`config.mk`:
```
export PLATFORM = sky130hd
export DESIGN_NAME = fault_capture_reg
export DESIGN_NICKNAME = d
export VERILOG_FILES = /design/src/rtl/fault_pkg.sv /design/src/rtl/fr_sync_edge.sv /design/src/rtl/fr_bus_sample.sv /design/src/rtl/fr_sticky_reg.sv /design/src/rtl/fault_capture_reg.sv
export SDC_FILE = /design/constraint.sdc
export NUM_CORES = 1
export LEC_CHECK = 0
export ABC_AREA = 1
export BUFFER_PORTS_ARGS = -buffer_cell sky130_fd_sc_hd__buf_4
export CAP_MARGIN = 20
export CORE_UTILIZATION = 34
export CTS_CLUSTER_DIAMETER = 60
export DETAILED_ROUTE_END_ITERATION = 8
export GPL_TIMING_DRIVEN = 0
export PLACE_DENSITY = 0.68
export SLEW_MARGIN = 40
export SYNTH_ARGS = -nofsm -noshare
export SYNTH_HDL_FRONTEND = slang
export SYNTH_SLANG_ARGS = --single-unit
```
`constraint.sdc`:
```
create_clock -name clk -period 0.8 [get_ports clk]
set_input_delay 0.08 -clock clk [delete_from_list [all_inputs] [get_ports clk]]
set_output_delay 0.08 -clock clk [all_outputs]
set_load 0.02 [all_outputs]
```
`src/rtl/fault_pkg.sv`:
```
package fault_pkg;
   localparam int FB_PROT_CPU  = 0;
   localparam int FB_PROT_EXT  = 1;
   localparam int FB_PARITY    = 2;
   localparam int FB_ADDR_MEM  = 5;
   localparam int FB_SYS0      = 7;
   localparam int FB_ADDR_IO   = 8;
   localparam int FB_SYS1_A    = 13;
   localparam int FB_SYS1_B    = 15;
   localparam int FB_MIN_WIDTH = 16;

   function automatic logic [FB_MIN_WIDTH-1:0] live_bits();
      logic [FB_MIN_WIDTH-1:0] m;
      m = '0;
      m[FB_PROT_CPU] = 1'b1;
      m[FB_PROT_EXT] = 1'b1;
      m[FB_PARITY]   = 1'b1;
      m[FB_ADDR_MEM] = 1'b1;
      m[FB_SYS0]     = 1'b1;
      m[FB_ADDR_IO]  = 1'b1;
      m[FB_SYS1_A]   = 1'b1;
      m[FB_SYS1_B]   = 1'b1;
      return m;
   endfunction
endpackage

```
`src/rtl/fr_sync_edge.sv`:
```
module fr_sync_edge #(
   parameter int STAGES = 2
) (
   input  logic clk,
   input  logic rst_n,
   input  logic async_in,
   output logic rise
);
   logic [STAGES:0] chain;

   always_ff @(posedge clk or negedge rst_n) begin
      if (!rst_n) chain[0] <= 1'b0;
      else        chain[0] <= async_in;
   end

   for (genvar s = 1; s <= STAGES; s++) begin : g_stage
      always_ff @(posedge clk or negedge rst_n) begin
         if (!rst_n) chain[s] <= 1'b0;
         else        chain[s] <= chain[s-1];
      end
   end

   // chain[STAGES-1] is the synchronized level, chain[STAGES] its delayed copy
   assign rise = chain[STAGES-1] & ~chain[STAGES];
endmodule

```
`src/rtl/fr_bus_sample.sv`:
```
module fr_bus_sample
   import fault_pkg::*;
#(
   parameter int WIDTH = 16
) (
   input  logic             clk,
   input  logic             rst_n,
   input  logic             bus_busy,
   input  logic             cyc_cpu,
   input  logic             cyc_io,
   input  logic             prot_err_n,
   input  logic             par_err_n,
   input  logic             addr_err_n,
   output logic [WIDTH-1:0] set_mask
);
   logic busy_q;
   logic cyc_end;

   always_ff @(posedge clk or negedge rst_n) begin
      if (!rst_n) busy_q <= 1'b0;
      else        busy_q <= bus_busy;
   end

   assign cyc_end = busy_q & ~bus_busy;

   always_comb begin
      set_mask = '0;
      if (cyc_end) begin
         set_mask[FB_PROT_CPU] = ~prot_err_n &  cyc_cpu;
         set_mask[FB_PROT_EXT] = ~prot_err_n & ~cyc_cpu;
         set_mask[FB_PARITY]   = ~par_err_n;
         set_mask[FB_ADDR_MEM] = ~addr_err_n & ~cyc_io;
         set_mask[FB_ADDR_IO]  = ~addr_err_n &  cyc_io;
      end
   end
endmodule

```
`src/rtl/fr_sticky_reg.sv`:
```
module fr_sticky_reg #(
   parameter int WIDTH = 16
) (
   input  logic             clk,
   input  logic             rst_n,
   input  logic [WIDTH-1:0] set_mask,
   input  logic [WIDTH-1:0] clr_mask,
   output logic [WIDTH-1:0] q
);
   for (genvar i = 0; i < WIDTH; i++) begin : g_bit
      always_ff @(posedge clk or negedge rst_n) begin
         if (!rst_n)           q[i] <= 1'b0;
         else if (set_mask[i]) q[i] <= 1'b1;
         else if (clr_mask[i]) q[i] <= 1'b0;
      end
   end
endmodule

```
`src/rtl/fault_capture_reg.sv`:
```
module fault_capture_reg
   import fault_pkg::*;
#(
   parameter int WIDTH       = 16,
   parameter int SYNC_STAGES = 2
) (
   input  logic             clk,
   input  logic             rst_n,
   input  logic             bus_busy,
   input  logic             cyc_cpu,
   input  logic             cyc_io,
   input  logic             prot_err_n,
   input  logic             par_err_n,
   input  logic             addr_err_n,
   input  logic             sys_fault0,
   input  logic             sys_fault1,
   input  logic             wr_en,
   input  logic [WIDTH-1:0] wr_data,
   output logic [WIDTH-1:0] rd_data
);
   initial begin
      if (WIDTH < FB_MIN_WIDTH) $fatal(1, "WIDTH must be at least 16");
      if (SYNC_STAGES < 2)      $fatal(1, "SYNC_STAGES must be at least 2");
   end

   logic [WIDTH-1:0] bus_set;
   logic [WIDTH-1:0] sys_set;
   logic [WIDTH-1:0] clr_mask;
   logic             rise0;
   logic             rise1;

   fr_bus_sample #(.WIDTH(WIDTH)) u_bus (
      .clk        (clk),
      .rst_n      (rst_n),
      .bus_busy   (bus_busy),
      .cyc_cpu    (cyc_cpu),
      .cyc_io     (cyc_io),
      .prot_err_n (prot_err_n),
      .par_err_n  (par_err_n),
      .addr_err_n (addr_err_n),
      .set_mask   (bus_set)
   );

   fr_sync_edge #(.STAGES(SYNC_STAGES)) u_sf0 (
      .clk (clk), .rst_n (rst_n), .async_in (sys_fault0), .rise (rise0)
   );

   fr_sync_edge #(.STAGES(SYNC_STAGES)) u_sf1 (
      .clk (clk), .rst_n (rst_n), .async_in (sys_fault1), .rise (rise1)
   );

   always_comb begin
      sys_set            = '0;
      sys_set[FB_SYS0]   = rise0;
      sys_set[FB_SYS1_A] = rise1;
      sys_set[FB_SYS1_B] = rise1;
   end

   assign clr_mask = wr_en ? wr_data : '0;

   fr_sticky_reg #(.WIDTH(WIDTH)) u_reg (
      .clk      (clk),
      .rst_n    (rst_n),
      .set_mask (bus_set | sys_set),
      .clr_mask (clr_mask),
      .q        (rd_data)
   );
endmodule

```
==> flow_summary.toml <==
[outcome]
outcome = "finished, violations left"
violations = "DRC, setup timing"

[clock_tree]
clockRootBuffer = "sky130_fd_sc_hd__clkbuf_4"
cts_max_level = 1
worst_setup_hold_path_clk_slew_ns = 0.08
cts_buffers = 3
number_of_buffers_on_the_longest_clock_path = 2
clk_latency_ns = 0.27
numClockSinks = 15
tritoncts = "built"

[route]
overall_via_count_from_detail_route = 486
post-route-drc-count = 1
drt_wl_total_um = 1088
first_pass_iters = 8
post_drt_wl_per_cell_um = 8.846
routed_via_density = 3.951
detail-route-antenna-nets = 0
drt_iter0_markers = 8

[global_route]
gr-total-overflow = 0
gr-usage-all-layers_pct = 13.69
largest_net_degree_at_the_start_of_global_routing = 16
grt_pass1_wl_um = 1925
number_of_antenna_violations_at_the_first_check_in_global_routing = 0
first_global_vias = 480

[setup_path]
critPathMaxFanout = 2
longest_individual_stage_delay_on_the_worst_path_ns = 0.41
criticalPathCategory = "flop to primary output"
worstPathRequired_ns = 0.72
wp_buf_inv = 1
start_kind = "flop"
cpMaxStageDelayCell = "sky130_fd_sc_hd__dfrtp_1"
path_delay_family = "flip-flops"
cp.arrival_ns = 0.82
crit_path_end_kind = "primary output"
worstPathCellList = "buf_6"

[placement]
hpwlAfterDp_um = 820
post-place-ws_ns = -0.03554
postPlaceCellArea_um2 = 833.3
buffer_ports.inserted = 25
placed_cells_incl_taps = 114
place_congestion = 0.6172

[timing]
grt_setup_unrepaired = "true"
achievable-frequency_ghz = 1.111
fin_skew_ns = 0.003264
fin_crit_ns = 0.8997
timing_max_transition_violations_final = 0
post-route-worst-setup-slack_ns = -0.09973
setup_viol_count_final = 8
period_share_pct = 112.5
report.final.hold_viol_count = 0

[floorplan]
std_cell_rows = 14
initial_core_utilization_pct = 38.02
design.core.area_mm2 = 0.001577
die-width_um = 43.99
fp.dieArea_mm2 = 0.001935
die_y_um = 43.99
io_pins = 43

[power]
leakagePower_uw = 0.0005470
vdd_ir_drop_max_uv = 1064
share_clk_of_total_power_pct = 24.3
power.switching_uw = 452.2
powerDensity_mw_per_mm2 = 1756
report.power.total_uw = 1672
power.combinational.fraction_pct = 24.3
cell_internal_pwr_uw = 1220
swShare_pct = 27.04
power.sequential.fraction_pct = 51.4

[final_layout]
layout.filler_cells = 146
final_layout_size_suffix_gt1_share_pct = 38.32
finalCoreUtilization_pct = 60.40
area_added_between_synthesis_and_finish_pct = 58.87
num_antenna_cells = 0
post_layout_nonfiller_instances = 123
final_nets = 135
most-common-layout-cells = "sky130_fd_sc_hd__nand2_1, sky130_fd_sc_hd__buf_4, sky130_fd_sc_hd__dfrtp_1"
stdcell_area_um2 = 952.2
layout_commonest_cell = "sky130_fd_sc_hd__nand2_1"

[hold_path]
hold_path.class = "primary input to flop"

[synth]
syn_inst = 66
yosys_warnings = 0
yosys.cell_types.count = 8
post_synth_instance_area_um2 = 599.3
synth_area_per_cell_um2 = 9.081
yosysSeqAreaShare_pct = 62.63
yosys_register_bits = 15

[job]
maxCapViolCount = 0
[routing by layer]
layer  vias up  global-route usage (%)  share of wire [%]
met4         0                   3.636                  0
met5         -                       0                  0
met3         0                   3.750                8.2
met2        28                   24.48                 52
met1       201                   16.13                 40
li1        257                       -                  -
[layout make-up]
type,instances,area [µm²],area share (%)
multi-input combinational,43,172.7,18.13
buffer,9,65.06,6.833
timing repair buffer,30,269.0,28.25
inverter,6,22.52,2.365
clock inverter,1,5.005,0.5256
sequential,15,375.4,39.42
tap,16,20.02,2.102
clock buffer,3,22.52,2.365
[state kept, by name, summed over array words and instances (netlist names)]
register,flops
u_sf1.chain,3
u_reg.q,8
u_sf0.chain,3
u_bus.busy_q,1
[synth_stat cells]
master,n,area [µm²]
sky130_fd_sc_hd__dfrtp_1,15,375.4
sky130_fd_sc_hd__nand2_1,29,108.9
sky130_fd_sc_hd__inv_1,6,22.52
sky130_fd_sc_hd__conb_1,1,3.750
sky130_fd_sc_hd__nor2_1,5,18.77
sky130_fd_sc_hd__buf_4,8,60.06
sky130_fd_sc_hd__buf_2,1,5.000
sky130_fd_sc_hd__o21ai_1,1,5.000
[cell families after synthesis]
| family | synth area share [%] |
|---|---|
| simple gates | 21.29 |
| flops | 62.63 |
| buf+inv | 14.61 |
| compound gates | 0.8343 |
| other cells | 0.6257 |
[final timing paths]
path / from / to / slack [ns] / depth (start not counted)
setup / recovery: u_reg.q[0]$_DFFE_PN0P_ / rd_data[0] / -0.1 / 1
hold / removal: wr_data[15] / u_reg.q[15]$_DFFE_PN0P_ / 0.04 / 4
setup reg to reg: u_bus.busy_q$_DFF_PN0_ / u_reg.q[2]$_DFFE_PN0P_ / 0.09 / 4
hold reg to reg: u_sf0.chain[0]$_DFF_PN0_ / u_sf0.chain[1]$_DFF_PN0_ / 0.36 / 0
max in group asynchronous: rst_n / u_reg.q[15]$_DFFE_PN0P_ / 0.45 / 2
min in group asynchronous: rst_n / u_bus.busy_q$_DFF_PN0_ / 0.18 / 2
[power groups by stage]
| stage | Combinational, µW | Clock (µW) | Sequential (µW) |
|---|---|---|---|
| finish | 406 | 407 | 859 |
| global route | 444 | 467 | 868 |
| CTS | 399 | 432 | 857 |
| detailed placement | 348 | 0 | 863 |
| global placement | 341 | 0 | 862 |
| floorplan | 125 | 0 | 918 |
[metrics by stage]
step	hold WS, ns	setup TNS, ns
floorplan	-0.2156	0
global placement	-0.05908	-0.04712
detailed placement	-0.05822	-0.1372
CTS	0.03305	-0.7785
global route	0.04365	-0.9835
finish	0.04488	-0.6953
[repair_timing]
item                                   in CTS  in global routing
endpoints found under the hold margin      18                  0
setup endpoints to repair                  13                 13
pin swaps                                   0                  1
hold buffers                                4                  0
resized for setup                           9                  3
setup buffers                               1                  1
(Power assumes the default switching activity.)
